==> src/rtl/t0nack_pkg.sv <==
package t0nack_pkg;

  typedef enum logic [1:0] {
    SEQ_IDLE  = 2'd0,
    SEQ_WAIT  = 2'd1,
    SEQ_DRIVE = 2'd2
  } seqState_e;

  typedef struct packed {
    logic cntInc;
    logic cntClr;
    logic flagSet;
    logic flagClr;
    logic loadDelay;
    logic loadLen;
    logic latchLong;
  } dpStrobes_t;

endpackage

==> src/rtl/t0nack_datapath.sv <==
module t0nack_datapath
  import t0nack_pkg::*;
#(
  parameter int CNT_W    = 3,
  parameter int ETU_CLKS = 16
) (
  input  logic             clk,
  input  logic             rstN,
  input  dpStrobes_t       stb,
  input  logic             nackLong,
  input  logic [CNT_W-1:0] maxIter,
  output logic [CNT_W-1:0] errCount,
  output logic             iterFlag,
  output logic             cntAtLimit,
  output logic             timerDone
);

  localparam int HALF_ETU = ETU_CLKS / 2;
  localparam int TMR_W    = $clog2(2 * ETU_CLKS);
  localparam logic [TMR_W-1:0] DELAY_LOAD = TMR_W'(HALF_ETU - 1);
  localparam logic [TMR_W-1:0] SHORT_LOAD = TMR_W'(ETU_CLKS - 1);
  localparam logic [TMR_W-1:0] LONG_LOAD  = TMR_W'(2 * ETU_CLKS - 1);

  logic [TMR_W-1:0] timer;
  logic             longSel;

  // successive-error counter
  always_ff @(posedge clk or negedge rstN) begin
    if (!rstN) begin
      errCount <= '0;
    end else if (stb.cntClr) begin
      errCount <= '0;
    end else if (stb.cntInc) begin
      errCount <= errCount + CNT_W'(1);
    end
  end

  // sticky iteration flag
  always_ff @(posedge clk or negedge rstN) begin
    if (!rstN) begin
      iterFlag <= 1'b0;
    end else if (stb.flagClr) begin
      iterFlag <= 1'b0;
    end else if (stb.flagSet) begin
      iterFlag <= 1'b1;
    end
  end

  // length select captured with the character
  always_ff @(posedge clk or negedge rstN) begin
    if (!rstN) begin
      longSel <= 1'b0;
    end else if (stb.latchLong) begin
      longSel <= nackLong;
    end
  end

  // shared down-counter for guard delay and pulse width
  always_ff @(posedge clk or negedge rstN) begin
    if (!rstN) begin
      timer <= '0;
    end else if (stb.loadDelay) begin
      timer <= DELAY_LOAD;
    end else if (stb.loadLen) begin
      timer <= longSel ? LONG_LOAD : SHORT_LOAD;
    end else if (timer != '0) begin
      timer <= timer - TMR_W'(1);
    end
  end

  assign timerDone  = (timer == '0);
  assign cntAtLimit = (errCount >= maxIter);

endmodule

==> src/rtl/t0nack_control.sv <==
module t0nack_control
  import t0nack_pkg::*;
(
  input  logic       clk,
  input  logic       rstN,
  input  logic       charValid,
  input  logic       parityErr,
  input  logic       inhibitNack,
  input  logic       limitEn,
  input  logic       iterClr,
  input  logic       cntAtLimit,
  input  logic       timerDone,
  output dpStrobes_t stb,
  output logic       nackDrive,
  output logic       seqIdle
);

  seqState_e state, stateNext;
  logic      accept;
  logic      sendNack;

  assign seqIdle  = (state == SEQ_IDLE);
  assign accept   = charValid && seqIdle && !iterClr;
  assign sendNack = accept && parityErr && !inhibitNack && (!limitEn || !cntAtLimit);

  always_comb begin
    stb         = '0;
    stb.flagClr = iterClr;
    if (iterClr) begin
      stb.cntClr = 1'b1;
    end else if (accept) begin
      stb.latchLong = 1'b1;
      if (!limitEn || !parityErr) begin
        stb.cntClr = 1'b1;
      end else if (!cntAtLimit) begin
        stb.cntInc = 1'b1;
      end else begin
        stb.flagSet = 1'b1;
      end
    end

    stateNext = state;
    unique case (state)
      SEQ_IDLE: begin
        if (sendNack) begin
          stateNext     = SEQ_WAIT;
          stb.loadDelay = 1'b1;
        end
      end
      SEQ_WAIT: begin
        if (timerDone) begin
          stateNext   = SEQ_DRIVE;
          stb.loadLen = 1'b1;
        end
      end
      SEQ_DRIVE: begin
        if (timerDone) begin
          stateNext = SEQ_IDLE;
        end
      end
      default: stateNext = SEQ_IDLE;
    endcase
  end

  always_ff @(posedge clk or negedge rstN) begin
    if (!rstN) begin
      state <= SEQ_IDLE;
    end else begin
      state <= stateNext;
    end
  end

  assign nackDrive = (state == SEQ_DRIVE);

endmodule

==> src/rtl/t0_nack_ctrl.sv <==
module t0_nack_ctrl
  import t0nack_pkg::*;
#(
  parameter int CNT_W    = 3,
  parameter int ETU_CLKS = 16
) (
  input  logic             clk,
  input  logic             rstN,
  input  logic             charValid,
  input  logic             parityErr,
  input  logic             inhibitNack,
  input  logic             limitEn,
  input  logic [CNT_W-1:0] maxIter,
  input  logic             nackLong,
  input  logic             iterClr,
  output logic             nackDrive,
  output logic             iterFlag,
  output logic [CNT_W-1:0] errCount
);

  dpStrobes_t stb;
  logic       cntAtLimit;
  logic       timerDone;
  logic       seqIdle;

  t0nack_control ctl_i (
    .clk        (clk),
    .rstN       (rstN),
    .charValid  (charValid),
    .parityErr  (parityErr),
    .inhibitNack(inhibitNack),
    .limitEn    (limitEn),
    .iterClr    (iterClr),
    .cntAtLimit (cntAtLimit),
    .timerDone  (timerDone),
    .stb        (stb),
    .nackDrive  (nackDrive),
    .seqIdle    (seqIdle)
  );

  t0nack_datapath #(
    .CNT_W   (CNT_W),
    .ETU_CLKS(ETU_CLKS)
  ) dp_i (
    .clk       (clk),
    .rstN      (rstN),
    .stb       (stb),
    .nackLong  (nackLong),
    .maxIter   (maxIter),
    .errCount  (errCount),
    .iterFlag  (iterFlag),
    .cntAtLimit(cntAtLimit),
    .timerDone (timerDone)
  );

endmodule

==> config.mk <==
export PLATFORM = sky130hd
export DESIGN_NAME = t0_nack_ctrl
export DESIGN_NICKNAME = d
export VERILOG_FILES = /design/src/rtl/t0nack_pkg.sv /design/src/rtl/t0nack_datapath.sv /design/src/rtl/t0nack_control.sv /design/src/rtl/t0_nack_ctrl.sv
export SDC_FILE = /design/constraint.sdc
export NUM_CORES = 1
export LEC_CHECK = 0
export BUFFER_PORTS_ARGS = -buffer_cell sky130_fd_sc_hd__buf_2
export CORE_MARGIN = 2
export CORE_UTILIZATION = 35
export CTS_CLUSTER_DIAMETER = 60
export DETAILED_ROUTE_END_ITERATION = 7
export GPL_TIMING_DRIVEN = 0
export PLACE_DENSITY = 0.57
export RECOVER_POWER = 50
export SYNTH_ARGS = -nofsm -noshare
export SYNTH_HDL_FRONTEND = slang
export SYNTH_SLANG_ARGS = --single-unit
==> constraint.sdc <==
create_clock -name clk -period 2 [get_ports clk]
set_clock_uncertainty 0.2 [all_clocks]
set_input_delay 0.4 -clock clk [delete_from_list [all_inputs] [get_ports clk]]
set_output_delay 0.4 -clock clk [all_outputs]
set_load 0.02 [all_outputs]
==> run metrics <==
initial antenna violation count=0; port bufs=15; cell family with most CP delay=compound AO/OA/AOI/OAI gates; 1st-iter DRT viols=16; async set-reset flop share out of synthesis=100%; vias in the first global route=579; Ports=16; final worst-path cycle share=93.1%; Worst VDD drop=619 uV; share of cells above drive strength 1=23.2%; final routed DRC violation total=0; DP HPWL=1080 um; Final ANT Viol Nets=0; CP Max Fanout=6; largest net degree at the start of global routing=13; measured slew at the worst slew-check pin=between 0.6 and 0.7 ns; Synth Warn #=0; number of enable flip-flop cells after synthesis=0; top cells by area, synth=dfrtp_1, ha_1, nand2_1, o21ai_0, inv_1; RSZ-0062 raised after global routing=no; Final Max Slew Viols=0; Hold WC Path Type=input port to flop; status=completed; grt ovf=0; fmax=between 500 and 600 MHz; Avg Vias per Cell=5.04; Worst Path Buf+Inv=1; Netlist cell types=31; final hold slack=0.152 ns; row cnt=16; clock root buffer=clkbuf_4; mean area per synthesized cell=9.28 um^2; DR vias=roughly 640; CP cell instances=inv_1 -> ha_1 -> nor2b_1 -> o21a_1 -> or3_1 -> a31oi_1; Post-Synthesis Cells=79; WL/cell=between 10 and 15 um; chip width=49.8 um; nature of the critical path endpoint=flop; Max clock buf depth=2; critical path class=flop to flop; ys flop type=dfrtp_1; RD Place Congestion=0.845; Detailed Route WL=roughly 1500 um; top-area cell type share of the netlist area=41.0%; starting density of the core=37.4%; clock sink count=12; Slowest-stage cell, CP=dfrtp_1; final setup vio count=0; Max-Cap Viols=0; GRT Total Usage=approximately 14%; final hold vios=0; register area share after synthesis=41.0%; core area=0.00196 mm^2; setup TNS=0 ns; CTS buffer count=3; critical path's largest stage delay=0.40 ns; Startpoint Class=flop; leak pwr=0.426 nW; CTS tree=built; PwrDens=1100 mW/mm^2; fin nets=116; FF+latch count, synth=12; Syn-to-layout area delta=21.5%; Mapped Nets=95; slew margin rel.=55.8%; diode count=0; DIE AREA=0.00248 mm^2; DRT Pass-1 Iters=4; number of post-CTS setup repair buffers=0; min Tclk post-route=approximately 1.9 ns; required time of the critical path=2.00 ns; H-tree levels=1; fillcell total=218; leading area contributor after synthesis=dfrtp_1; WP data arrival=1.86 ns; synthesized area=733 um^2; latest clock arrival within the worst-skew pair=0.28 ns; first-pass GRT wire length=2620 um; die height=49.8 um; clk slew on worst S/H paths=0.08 ns; fin util=45.4%
## logic make-up (layout without fill, tap and decap cells)
kind of cell	after synthesis	in the layout	share of synthesized area (%)
flip-flops	12	12	41.0
buffers and inverters	9	29	5.63
AO/OA/AOI/OAI	19	19	16.2
AND/OR/NAND/NOR	33	33	27.1
multiplexers	1	1	1.54
adder cells (fa/ha/maj)	5	5	8.53
## path summary, 6_finish.rpt
path	from	endpoint	slack, ns	cells after the start
max	dp_i.errCount[0]$_DFFE_PN0P_	dp_i.errCount[0]$_DFFE_PN0P_	0.14	6
min reg2reg	dp_i.longSel$_DFFE_PN0P_	dp_i.longSel$_DFFE_PN0P_	0.31	1
max reg2reg	dp_i.errCount[0]$_DFFE_PN0P_	dp_i.errCount[0]$_DFFE_PN0P_	0.14	6
min	nackLong	dp_i.longSel$_DFFE_PN0P_	0.15	2
max in group asynchronous	rstN	ctl_i.state[0]$_DFFE_PN0P_	0.71	2
min in group asynchronous	rstN	dp_i.timer[4]$_DFFE_PN0P_	0.46	2
## power by group
part           switching [W]  internal, W  total, W
combinational       0.000191     0.000181  0.000372
sequential         0.0000856     0.000325  0.000410
clock              0.0000836     0.000111  0.000194
total               0.000360     0.000616  0.000977
## synthesized netlist by cell type, types with 2 or more instances
library cell,number
a21oi_1,3
a31oi_1,3
and3_1,2
dfrtp_1,12
ha_1,5
inv_1,8
nand2_1,10
nand3_1,4
nor2_1,4
o21ai_0,6
o31ai_1,2
## worst reg2reg max path: stages, from the launching register on
cell and delay [ns]:
dfrtp_1 0.40, inv_1 0.09, ha_1 0.27, nor2b_1 0.05
o21a_1 0.26, or3_1 0.36, a31oi_1 0.16
## area by class of cell
type                    instances  area [um^2]  area share (%)
well taps                      27         33.8            3.79
flip-flops and latches         12          300            33.7
multi-input cells              58          398            44.7
inverters                       8         30.0            3.37
clock buffers                   4         36.3            4.07
plain buffers                   1         11.3            1.26
repair buffers                 16         81.3            9.13
## routing by layer
| layer | vias to the layer above | global-route usage (%) | routed length [um] |
|---|---|---|---|
| li1 | 320 | - | - |
| met1 | 298 | 20.0 | 778 |
| met2 | 13 | 19.8 | 606 |
| met3 | 4 | 3.03 | 56 |
| met4 | 0 | 5.56 | 30 |
| met5 | - | 0 | 0 |
## repair_timing
item / 4_1_cts / 5_1_grt
hold endpoints to repair: 12 / 0
setup endpoints to repair: 0 / 2
hold buffers: 1 / 0
resized for setup: 0 / 1
## stage by stage
stage | area (um^2) | worst slack, ns | cells | total power (W)
3_5_place_dp | 842 | 0.0969 | 121 | 0.000776
2_1_floorplan | 733 | 0.121 | 79 | 0.000679
4_1_cts | 888 | 0.138 | 126 | 0.000978
5_1_grt | 891 | 0.0361 | 126 | 0.00107
6_report | 891 | 0.139 | 126 | 0.000977
3_3_place_gp | 842 | 0.129 | 121 | 0.000764
## cells in the final DEF, fill, tap and decap left out, types with 3 or more instances in the layout
cell      netlist  final
a21oi_1         3      3
a31oi_1         3      3
buf_2           0     12
clkbuf_1        0      3
clkbuf_4        0      3
dfrtp_1        12     12
ha_1            5      5
inv_1           8      8
nand2_1        10     10
nand3_1         4      4
nor2_1          4      4
o21ai_0         6      6
## state kept, by name (all words and copies together), names as in the netlist
signal,cells
dp_i.timer,5
dp_i.errCount,3
dp_i.iterFlag,1
dp_i.longSel,1
ctl_i.state,2
Note: power is estimated with default switching activity, not from simulation.
